[config.mk]
export PLATFORM = sky130hd
export DESIGN_NAME = ov_avg_qualifier
export DESIGN_NICKNAME = d
export VERILOG_FILES = /design/src/rtl/ovq_pkg.sv /design/src/rtl/ovq_window_accum.sv /design/src/rtl/ovq_threshold_cmp.sv /design/src/rtl/ovq_run_qualifier.sv /design/src/rtl/ovq_sticky_flag.sv /design/src/rtl/ov_avg_qualifier.sv
export SDC_FILE = /design/constraint.sdc
export NUM_CORES = 1
export LEC_CHECK = 0
export BUFFER_PORTS_ARGS = -buffer_cell sky130_fd_sc_hd__buf_2
export CAP_MARGIN = 30
export CORE_ASPECT_RATIO = 1.75
export CORE_MARGIN = 4
export CORE_UTILIZATION = 50
export CTS_CLUSTER_SIZE = 30
export DETAILED_ROUTE_END_ITERATION = 10
export PLACE_DENSITY = 0.72
export SKIP_LAST_GASP = 1
export SYNTH_ARGS = -nofsm -noshare
export SYNTH_HDL_FRONTEND = slang
export SYNTH_SLANG_ARGS = --single-unit
[constraint.sdc]
create_clock -name clk -period 4.85 [get_ports clk]
set_clock_uncertainty 0.1 [all_clocks]
set_input_delay 0.2425 -clock clk [delete_from_list [all_inputs] [get_ports clk]]
set_output_delay 0.2425 -clock clk [all_outputs]
set_load 0.1 [all_outputs]
[src/rtl/ovq_pkg.sv]
package ovq_pkg;

   // Result of one window comparison, valid for a single cycle
   typedef struct packed {
      logic valid;
      logic over;
   } ovq_res_t;

   // Number of consecutive windows needed for a given count code
   function automatic int unsigned ovq_need(input int unsigned code);
      return code + 1;
   endfunction

endpackage

[src/rtl/ovq_window_accum.sv]
module ovq_window_accum #(
   parameter int DATA_W        = 12,
   parameter int WINDOW_CYCLES = 20000,
   parameter int AVG_SHIFT     = 4
) (
   input  logic              clk,
   input  logic              rst,
   input  logic              smp_stb,
   input  logic [DATA_W-1:0] smp_data,
   output logic              win_done,
   output logic [DATA_W-1:0] win_avg
);

   localparam int TMR_W  = $clog2(WINDOW_CYCLES);
   localparam int ACC_W  = DATA_W + $clog2(WINDOW_CYCLES + 1);
   localparam int HEAD_W = ACC_W - DATA_W;

   logic [TMR_W-1:0]  tmr_q;
   logic [ACC_W-1:0]  acc_q;
   logic [ACC_W-1:0]  acc_sum;
   logic [ACC_W-1:0]  acc_shr;
   logic [DATA_W-1:0] avg_sat;
   logic              last_cyc;

   assign last_cyc = (tmr_q == TMR_W'(WINDOW_CYCLES - 1));
   assign acc_sum  = acc_q + (smp_stb ? {{HEAD_W{1'b0}}, smp_data} : '0);
   assign acc_shr  = acc_sum >> AVG_SHIFT;

   // Clamp the shifted sum into the output width
   always_comb begin
      if (|acc_shr[ACC_W-1:DATA_W]) begin
         avg_sat = '1;
      end else begin
         avg_sat = acc_shr[DATA_W-1:0];
      end
   end

   always_ff @(posedge clk) begin
      if (rst) begin
         tmr_q    <= '0;
         acc_q    <= '0;
         win_done <= 1'b0;
         win_avg  <= '0;
      end else begin
         tmr_q    <= last_cyc ? '0 : tmr_q + 1'b1;
         acc_q    <= last_cyc ? '0 : acc_sum;
         win_done <= last_cyc;
         if (last_cyc) begin
            win_avg <= avg_sat;
         end
      end
   end

endmodule

[src/rtl/ovq_threshold_cmp.sv]
module ovq_threshold_cmp
   import ovq_pkg::*;
#(
   parameter int DATA_W    = 12,
   parameter bit REG_STAGE = 1'b1
) (
   input  logic              clk,
   input  logic              rst,
   input  logic              win_done,
   input  logic [DATA_W-1:0] win_avg,
   input  logic [DATA_W-1:0] limit,
   output ovq_res_t          res
);

   ovq_res_t res_d;

   always_comb begin
      res_d.valid = win_done;
      res_d.over  = win_done && (win_avg > limit);
   end

   generate
      if (REG_STAGE) begin : g_reg
         ovq_res_t res_q;
         always_ff @(posedge clk) begin
            if (rst) begin
               res_q <= '0;
            end else begin
               res_q <= res_d;
            end
         end
         assign res = res_q;
      end else begin : g_comb
         assign res = res_d;
      end
   endgenerate

endmodule

[src/rtl/ovq_run_qualifier.sv]
module ovq_run_qualifier
   import ovq_pkg::*;
#(
   parameter int CODE_W = 2
) (
   input  logic              clk,
   input  logic              rst,
   input  ovq_res_t          res,
   input  logic [CODE_W-1:0] run_sel,
   output logic              fire,
   output logic [CODE_W:0]   run_level
);

   localparam int RUN_W   = CODE_W + 1;
   localparam int MAX_RUN = 2 ** CODE_W;

   logic [RUN_W-1:0] run_q;
   logic [RUN_W-1:0] run_inc;
   logic [RUN_W-1:0] need;

   assign run_inc = (run_q == RUN_W'(MAX_RUN)) ? run_q : run_q + 1'b1;
   assign need    = RUN_W'(ovq_need(int'(run_sel)));

   always_ff @(posedge clk) begin
      if (rst) begin
         run_q <= '0;
      end else if (res.valid) begin
         run_q <= res.over ? run_inc : '0;
      end
   end

   assign fire      = res.valid && res.over && (run_inc >= need);
   assign run_level = run_q;

endmodule

[src/rtl/ovq_sticky_flag.sv]
module ovq_sticky_flag (
   input  logic clk,
   input  logic rst,
   input  logic fire,
   input  logic clear,
   output logic ov_flag,
   output logic set_pulse
);

   always_ff @(posedge clk) begin
      if (rst) begin
         ov_flag   <= 1'b0;
         set_pulse <= 1'b0;
      end else begin
         set_pulse <= fire;
         ov_flag   <= fire | (ov_flag & ~clear);
      end
   end

endmodule

[src/rtl/ov_avg_qualifier.sv]
module ov_avg_qualifier
   import ovq_pkg::*;
#(
   parameter int DATA_W        = 12,
   parameter int WINDOW_CYCLES = 20000,
   parameter int AVG_SHIFT     = 4,
   parameter int CODE_W        = 2,
   parameter bit REG_STAGE     = 1'b1
) (
   input  logic              clk,
   input  logic              rst,
   input  logic              smp_stb,
   input  logic [DATA_W-1:0] smp_data,
   input  logic [DATA_W-1:0] ov_limit,
   input  logic [CODE_W-1:0] run_sel,
   input  logic              clear,
   output logic              ov_flag,
   output logic              set_pulse
);

   localparam int RUN_W   = CODE_W + 1;
   localparam int MAX_RUN = 2 ** CODE_W;

   // Elaboration-time parameter checks
   generate
      if (WINDOW_CYCLES < 2) begin : g_bad_window
         $error("WINDOW_CYCLES must be at least 2");
      end
      if ((2 ** AVG_SHIFT) > WINDOW_CYCLES) begin : g_bad_shift
         $error("2**AVG_SHIFT must not exceed WINDOW_CYCLES");
      end
      if (DATA_W < 2) begin : g_bad_data
         $error("DATA_W must be at least 2");
      end
      if (CODE_W < 1 || CODE_W > 4) begin : g_bad_code
         $error("CODE_W must lie in 1..4");
      end
   endgenerate

   logic              win_done;
   logic [DATA_W-1:0] win_avg;
   ovq_res_t          cmp_res;
   logic              fire;
   logic [RUN_W-1:0]  run_level;

   ovq_window_accum #(
      .DATA_W        (DATA_W),
      .WINDOW_CYCLES (WINDOW_CYCLES),
      .AVG_SHIFT     (AVG_SHIFT)
   ) u_accum (
      .clk      (clk),
      .rst      (rst),
      .smp_stb  (smp_stb),
      .smp_data (smp_data),
      .win_done (win_done),
      .win_avg  (win_avg)
   );

   ovq_threshold_cmp #(
      .DATA_W    (DATA_W),
      .REG_STAGE (REG_STAGE)
   ) u_cmp (
      .clk      (clk),
      .rst      (rst),
      .win_done (win_done),
      .win_avg  (win_avg),
      .limit    (ov_limit),
      .res      (cmp_res)
   );

   ovq_run_qualifier #(
      .CODE_W (CODE_W)
   ) u_run (
      .clk       (clk),
      .rst       (rst),
      .res       (cmp_res),
      .run_sel   (run_sel),
      .fire      (fire),
      .run_level (run_level)
   );

   ovq_sticky_flag u_flag (
      .clk       (clk),
      .rst       (rst),
      .fire      (fire),
      .clear     (clear),
      .ov_flag   (ov_flag),
      .set_pulse (set_pulse)
   );

endmodule

* Yosys cells after proc, flatten, opt, wreduce, memory -nomap -nowiden
Index checks and enable logic that the tools add are counted.
** Word-level totals
- Word-level logic and storage cells :: 29
- Output and inout bits :: 2
- Bits of input ports :: 30
- Register bits after elaboration :: 62
** Cells by class
- Equality and inequality tests :: 2
- Add/sub/neg operators :: 4
- Reduce and logical (&&, ||, !) cells :: 5
- Bitwise logic cells :: 3
- Muxes and demuxes :: 4
- Order comparisons :: 2
** Operators with widths (count)
- 27-bit adder :: 1
- 12-bit two-way mux :: 2
- 15-bit by 1-bit adder with 15-bit output, second input constant :: 1
- 15-bit equality test, second input constant :: 1
- 12-bit > comparator :: 1
- 11-bit OR reduction :: 1
- 3-bit two-way mux :: 2
- 2-bit by 1-bit adder with 3-bit output, second input constant :: 1
- 3-bit by 1-bit adder with 3-bit output, second input constant :: 1
- 3-bit equality test, second input constant :: 1
- 3-bit greater-or-equal comparator :: 1
- 1-bit logical AND :: 3
- 2-bit OR reduction :: 1
- 1-bit bitwise AND :: 1
- 1-bit inverter :: 1
- 1-bit bitwise OR :: 1

* Depth between registers and ports, before layout
Gate-level depths: netlist of run 1.
- Word-level depth :: 5
- Mapped depth :: 13
- Mapped depth without buffers :: 12

* Modules after synthesis
A second synthesis of run 1 with hierarchy kept.
** Second synthesis, totals
- Cell total of the unflattened synthesis :: 421
- Area total of the unflattened synthesis :: 3664.8 um^2
** By module, submodules not included
- ovq_window_accum :: cells an instance 340, times used 1, sequential area each 1101.1 um^2, area each 2984.1 um^2
- ovq_threshold_cmp :: cells an instance 43, times used 1, sequential area each 40.0 um^2, area each 361.6 um^2
- ovq_run_qualifier :: cells an instance 32, times used 1, sequential area each 60.1 um^2, area each 256.5 um^2
- ovq_sticky_flag :: cells an instance 6, times used 1, sequential area each 40.0 um^2, area each 62.6 um^2

* Least setup slack after synthesis of run 1
Ideal clock, no wire load.
- Path kind :: input to register
- Start point :: in smp_stb
- End point :: reg u_accum.win_avg[4]
- Buffers on the path :: 2
- Stages on the path :: 12
- Setup time :: 0.140 ns
- Data arrival time :: 2.605 ns
- Slack :: 2.005 ns
- Data required time :: 4.610 ns
- Path through :: clkbuf_1 -> nand2_1 -> fa_1 -> and2b_1 -> o2111ai_1 -> a211oi_2 -> o21a_2 -> and4_1 -> o2111ai_2 -> nor4_4 -> buf_6 -> a211oi_2
** On the way
- Word-level cells in the longest chain between the ends :: 4
** RTL lines
- start, declared :: line ov_avg_qualifier.sv:12 : input logic smp_stb,
- 12-bit two-way mux * :: line ovq_window_accum.sv:26 : assign acc_sum = acc_q + (smp_stb ? {{HEAD_W{1'b0}}, smp_data} : '0);
- 27-bit adder * :: line ovq_window_accum.sv:26
- 11-bit OR reduction :: line ovq_window_accum.sv:31 : if (|acc_shr[ACC_W-1:DATA_W]) begin
- 12-bit two-way mux * :: line ovq_window_accum.sv:31
- end signal, assigned :: line ovq_window_accum.sv:49 : win_avg <= avg_sat;
- end, declared :: line ovq_window_accum.sv:11 : output logic [DATA_W-1:0] win_avg
Every way passes the cells marked *; elsewhere a longest branch is shown, timed or not.
A chain may end at the register's enable or synchronous reset.

* Final worst setup path of run 1
- Start point :: reg u_accum.acc_q[0]
- End point :: reg u_accum.win_avg[10]
** On the way
- Word-level cells in the longest chain between the ends :: 3
** RTL lines
- start, declared :: line ovq_window_accum.sv:19 : logic [ACC_W-1:0] acc_q;
- start signal, assigned :: line ovq_window_accum.sv:46 : acc_q <= last_cyc ? '0 : acc_sum;
- 27-bit adder * :: line ovq_window_accum.sv:26
- 11-bit OR reduction :: line ovq_window_accum.sv:31
- 12-bit two-way mux * :: line ovq_window_accum.sv:31
Marked as above.

==> results of run 1 <==
==> per-stage QoR <==
stage | instance area (sq um) | cells | worst slack (ns) | total power [mW] | util
floorplan | 3510 | 409 | 2.00 | 0.662 | -
global placement | 3720 | 513 | 1.23 | 0.703 | 0.543
detailed placement | 3720 | 513 | 1.16 | 0.707 | 0.543
CTS | 4050 | 529 | 1.41 | 1.39 | 0.590
global route | 4050 | 529 | 1.14 | 1.44 | 0.590
finish | 4050 | 529 | 1.41 | 1.37 | 0.590
==> worst reg2reg max path: stages, from the launching register on <==
cell and delay (ns):
dfxtp_1 0.31, ha_1 0.17, inv_1 0.06, fa_1 0.37, and2b_1 0.24, o2111ai_1 0.15
a211oi_2 0.40, o21a_2 0.24, and4_1 0.21, o2111ai_2 0.17, nor4_4 0.70, a211oi_1 0.17
==> area by class of cell <==
class / instances / share of cell area
Clock buffer: 10 / 0.0590
Clock inverter: 6 / 0.0210
Inverter: 27 / 0.0250
Multi-Input combinational cell: 308 / 0.522
Sequential cell: 62 / 0.307
Tap cell: 84 / 0.0260
Timing Repair Buffer: 32 / 0.0402
==> routing by layer <==
metal | up-vias | global-route usage | routed length (microns)
li1 | 1457 | - | -
met3 | 18 | 0.0448 | 229
met1 | 1323 | 0.179 | 2860
met4 | 0 | 0.0976 | 243
met5 | - | 0 | 0
met2 | 39 | 0.340 | 3960
==> how the worst max path moves through the flow <==
stage                          endpoint  cells after the start             start  slack [ns]
floorplan            u_accum.win_avg[4]                     12           smp_stb        2.00
global route        u_accum.win_avg[10]                     11  u_accum.acc_q[0]        1.14
CTS                  u_accum.win_avg[5]                     11  u_accum.acc_q[0]        1.41
detailed placement   u_accum.win_avg[5]                     13           smp_stb        1.16
finish              u_accum.win_avg[10]                     11  u_accum.acc_q[0]        1.41
global placement    u_accum.win_avg[10]                     13           smp_stb        1.23
==> placed cells by master, fill, tap and decap left out, drive strengths merged, types with 9 or more instances in the layout <==
cell type  Yosys  final
a211oi        15     15
a21o          11     11
a21oi         19     19
and2          14     14
buf            7     32
clkbuf         5     10
dfxtp         62     62
ha            31     31
inv           27     27
nand2         19     19
nand3         20     20
nand4          9      9
nor2          68     68
o21ai          9      9
xnor2         17     17
xor2          21     21
==> flip-flops by register name, indices dropped and copies added (netlist names) <==
name	count
u_accum.win_done	1
u_cmp.res	2
u_flag.ov_flag	1
u_run.run_level	3
u_accum.acc_q	27
u_flag.set_pulse	1
u_accum.win_avg	12
u_accum.tmr_q	15
==> kinds of logic after synthesis <==
kind of cell / count (synthesis) / synth area share
compound gates: 67 / 0.145
xor+xnor: 38 / 0.0947
fa+ha+maj: 32 / 0.116
buf+inv: 39 / 0.0456
flops: 62 / 0.353
mux: 3 / 0.00890
simple gates: 168 / 0.237
==> report_power, final <==
group | total, mW | switching, mW | internal, mW | leakage (nW)
registers | 0.537 | 0.00814 | 0.529 | 0.503
clock network | 0.677 | 0.216 | 0.461 | 0.154
logic | 0.159 | 0.0984 | 0.0607 | 1.08
==> flow_summary.ini, run 1 <==
[worst_setup_path]
cp.arrival_ns = 3.52
rr_worst_depth = 11
critPathBufInv = 1
worstSetupPathType = flop to flop
path_cells = ha_1 > inv_1 > fa_1 > and2b_1 > o2111ai_1 > a211oi_2 > o21a_2 > and4_1 > o2111ai_2 > nor4_4 > a211oi_1
crit_path_max_incr_delay_ns = 0.70
end_kind = flop
r2r_start = u_accum.acc_q[0]
critPathMaxFanout = 12
critical_path.slowest_cell = nor4_4
reg2reg_setup_slack_ns = 1.41
r2r_end = u_accum.win_avg[10]
startpoint_type = flop
critPathRequiredTime_ns = 4.92
path_delay_family = simple AND/OR/NAND/NOR gates

[clocking]
post_cts_buffers = 0
cts_tree = yes
htreeDepth = 3
clk_latency_ns = 0.32
cts_buffers = 9
ctsResizeCount = 0
clk_path_buf_depth = 2
cts-root-buf = clkbuf_16
hold_buffers = 0
clock_sinks = 62
clk_pin_slew_ns = 0.05

[finish]
n_fill_cell = 628
seq_area_sq_um = 1240
antenna_cells = 0
fin_nets = 502
drive_gt1_frac = 0.153
areaGrowthSynthToFinish_pct = 15.2
multi_input_area_sq_um = 2110

[status]
status = finished clean

[floorplanning]
start_util = 0.513
rows = 40
die_y_microns = 119
ios = 32
die_x_microns = 71.4
coreArea_sq_um = 6860
fp.dieArea_sq_um = 8490

[drt]
drtIter0Drc = 171
drt_pass1_iterations = 4
num_vias = 2837
routed_via_density = 5.36
ant_nets = 0
postRouteWirelength_mm = 7.29
wl_per_cell_microns = 13.8
drc = 0

[synth]
postSynthCellCount = 409
synthFlopType = dfxtp_1
yosysSeqAreaShare = 0.353
mappedNetlistArea_sq_um = 3510
synth_edf_count = 0
ys_top_cells_by_count = nor2_1, dfxtp_1, ha_1
post-synth-top-count-cell = nor2_1
ys_seq_elements = 62
syn_area_per_cell_sq_um = 8.59
synth_top_area_cell = dfxtp_1
synthTopCellsByArea = dfxtp_1, ha_1, nor2_1, xor2_1, xnor2_1
yosys_warnings = 0
synthDistinctLibCells = 49
syn_nets = 471
ys_async_sr_fraction = 0
yosys.area.top_type_share = 0.353

[sta]
rsz0062_at_grt = false
setup_violations = 0
post-route-period-util = 0.710
setup-tns-final_ns = 0
tightest_slew_ns = 0.882
relSlewSlack = 0.407
hold_ws_ns = 0.210
hold_viol_final = 0
finalCriticalPeriod_ns = 3.44
fmax_mhz = 291
drv_slew = 0

[pwr]
ir_drop_mv = 0.293
powerDensity_nw_per_um2 = 339
p_leak_nw = 1.73

[global_routing]
grt_max_degree = 41
grt_pass1_wl_mm = 12.3
antenna_found_initial = 0
globalRouteTotalUtil = 0.183
overflow = 0
grt_pass1_vias = 2836

[placement]
gp_congestion = 0.864
numPortBuffers = 31
dp_hpwl_mm = 5.59

[worst_hold_path]
hp-class = primary input to flop
hold_end = u_flag.ov_flag
whs_path_depth = 3
holdCritStartpoint = clear

[flow_run]
drv_cap = 0
No activity file was read; power rests on OpenSTA's default activity.
==> run 2, diff against run 1 <==
==> constraint.sdc (replaced) <==
create_clock -name clk -period 3.6 [get_ports clk]
set_clock_uncertainty 0.1 [all_clocks]
set_input_delay 0.18 -clock clk [delete_from_list [all_inputs] [get_ports clk]]
set_output_delay 0.18 -clock clk [all_outputs]
set_load 0.1 [all_outputs]
==> run 2 against run 1 <==
- clock power grew 17%
- via count is 1.5% higher
- largest cell class unchanged
- wire length increased by 0.43%
- sequential power grew 35%
- critical path depth increased by 1
- largest power group unchanged
==> flow_summary.ini, run 2 (synthesis results as in run 1) <==
[global_routing]
grt_pass1_wl_mm = 12.2
globalRouteTotalUtil = 0.183
grt_max_degree = 41
overflow = 0
antenna_found_initial = 0
grt_pass1_vias = 2823

[sta]
finalCriticalPeriod_ns = 3.07
hold_ws_ns = 0.161
rsz0062_at_grt = false
tightest_slew_ns = 0.816
setup_ws_ns = 0.529
setup-tns-final_ns = 0
fmax_mhz = 326
hold_viol_final = 0
setup_violations = 0
drv_slew = 0
relSlewSlack = 0.456
post-route-period-util = 0.853

[placement]
dp_worst_setup_slack_ns = 0.325
numPortBuffers = 31
dp.cells = 514
gp_congestion = 0.840
placed_cell_area_sq_um = 3730
dp_hpwl_mm = 5.65

[pwr]
powerDensity_nw_per_um2 = 432
p_leak_nw = 1.72
seqPwrFrac = 0.419
p_int_mw = 1.32
sw_frac_of_total = 0.241
p_sw_mw = 0.417
pwr-share-clk = 0.459
ir_drop_mv = 0.303
combPwrFrac = 0.123

[worst_setup_path]
critPathLaunch = u_accum.acc_q[0]
cp.arrival_ns = 3.16
end_kind = flop
startpoint_type = flop
critPathMaxFanout = 12
critical_path.slowest_cell = a211oi_2
critPathRequiredTime_ns = 3.69
path_delay_family = compound AO/OA/AOI/OAI gates
r2r_end = u_accum.win_avg[8]
reg2reg_setup_slack_ns = 0.53
worstSetupPathType = flop to flop
crit_path_max_incr_delay_ns = 0.38
r2r_start = u_accum.acc_q[0]
critPathBufInv = 2
rr_worst_depth = 12
path_cells = ha_1 > inv_1 > fa_1 > and2b_1 > o2111ai_1 > a211oi_2 > o21a_2 > and4_1 > o2111ai_2 > nor4_4 > buf_4 > a211oi_2
path_common_cell = a211oi_2

[finish]
drive_gt1_frac = 0.146
antenna_cells = 0
largest_reg_flops = 27
final_cell_area_sq_um = 4010
areaGrowthSynthToFinish_pct = 14.2
top_register = u_accum.acc_q
fin_cells = 530
fin_nets = 503
final_common_cell = nor2_1
top_regs = u_accum.acc_q (27), u_accum.tmr_q (15), u_accum.win_avg (12)
layout_common_cells = nor2_1, dfxtp_1, ha_1, buf_2, inv_1

[flow_run]
drv_cap = 0

[floorplanning]
coreArea_sq_um = 6860
die_x_microns = 71.4
die_y_microns = 119
rows = 40
fp.dieArea_sq_um = 8490
start_util = 0.513
ios = 32

[clocking]
ctsResizeCount = 0
clock_sinks = 62
clk_pin_slew_ns = 0.05
post_cts_buffers = 0
hold_buffers = 0
htreeDepth = 3
cts_tree = yes
cts-root-buf = clkbuf_16
clk_latency_ns = 0.33
clk_path_buf_depth = 2
cts_buffers = 9

[drt]
wl_per_cell_microns = 13.8
drc = 0
ant_nets = 0
num_vias = 2880
routed_via_density = 5.43
drt_pass1_iterations = 6
drtIter0Drc = 122
postRouteWirelength_mm = 7.33

[worst_hold_path]
whs_path_depth = 3
hold_end = u_flag.ov_flag
hp-class = primary input to flop
holdCritStartpoint = clear

[status]
status = finished clean
run 2: worst max-delay path by stage:
stage                                to  slack (ns)  cells past startpoint
floorplan            u_accum.win_avg[4]        0.82                     12
global placement    u_accum.win_avg[10]        0.41                     14
detailed placement  u_accum.win_avg[10]        0.32                     14
CTS                  u_accum.win_avg[8]        0.52                     12
global route        u_accum.win_avg[10]        0.34                     12
finish               u_accum.win_avg[8]        0.53                     12
run 2: power groups by stage:
stage	Clock (mW)	Combinational [mW]	Sequential (mW)
after floorplan	0	0.157	0.735
after global placement	0	0.210	0.737
after detailed placement	0	0.213	0.739
after CTS	0.813	0.214	0.726
after global routing	0.842	0.238	0.727
final	0.795	0.213	0.726
run 2: per-layer routing:
| layer | GRT usage | part of all wire | vias up |
|---|---|---|---|
| met2 | 0.336 | 0.54 | 66 |
| met5 | 0 | 0 | - |
| met1 | 0.176 | 0.38 | 1331 |
| met3 | 0.0270 | 0.037 | 22 |
| li1 | - | - | 1461 |
| met4 | 0.140 | 0.047 | 0 |
run 2: layout make-up:
| cell class | count | area [sq um] |
|---|---|---|
| flip-flops and latches | 62 | 1240 |
| inverters | 27 | 101 |
| repair buffers | 33 | 170 |
| multi-input cells | 308 | 2110 |
| well taps | 84 | 105 |
| fillers | 644 | 2840 |
| clock buffers | 16 | 282 |
run 2: per-stage QoR:
| step | utilization | power (mW) |
|---|---|---|
| 6_report | 0.585 | 1.73 |
| 5_1_grt | 0.585 | 1.81 |
| 4_1_cts | 0.585 | 1.75 |
| 3_5_place_dp | 0.544 | 0.952 |
| 3_3_place_gp | 0.544 | 0.947 |
| 2_1_floorplan | - | 0.892 |
run 2: tightest hold or removal path: cells and delay by family:
family / cells / cell delay [ns]
and+or+nand+nor: 2 / 0.29
buffers and inverters: 1 / 0.10
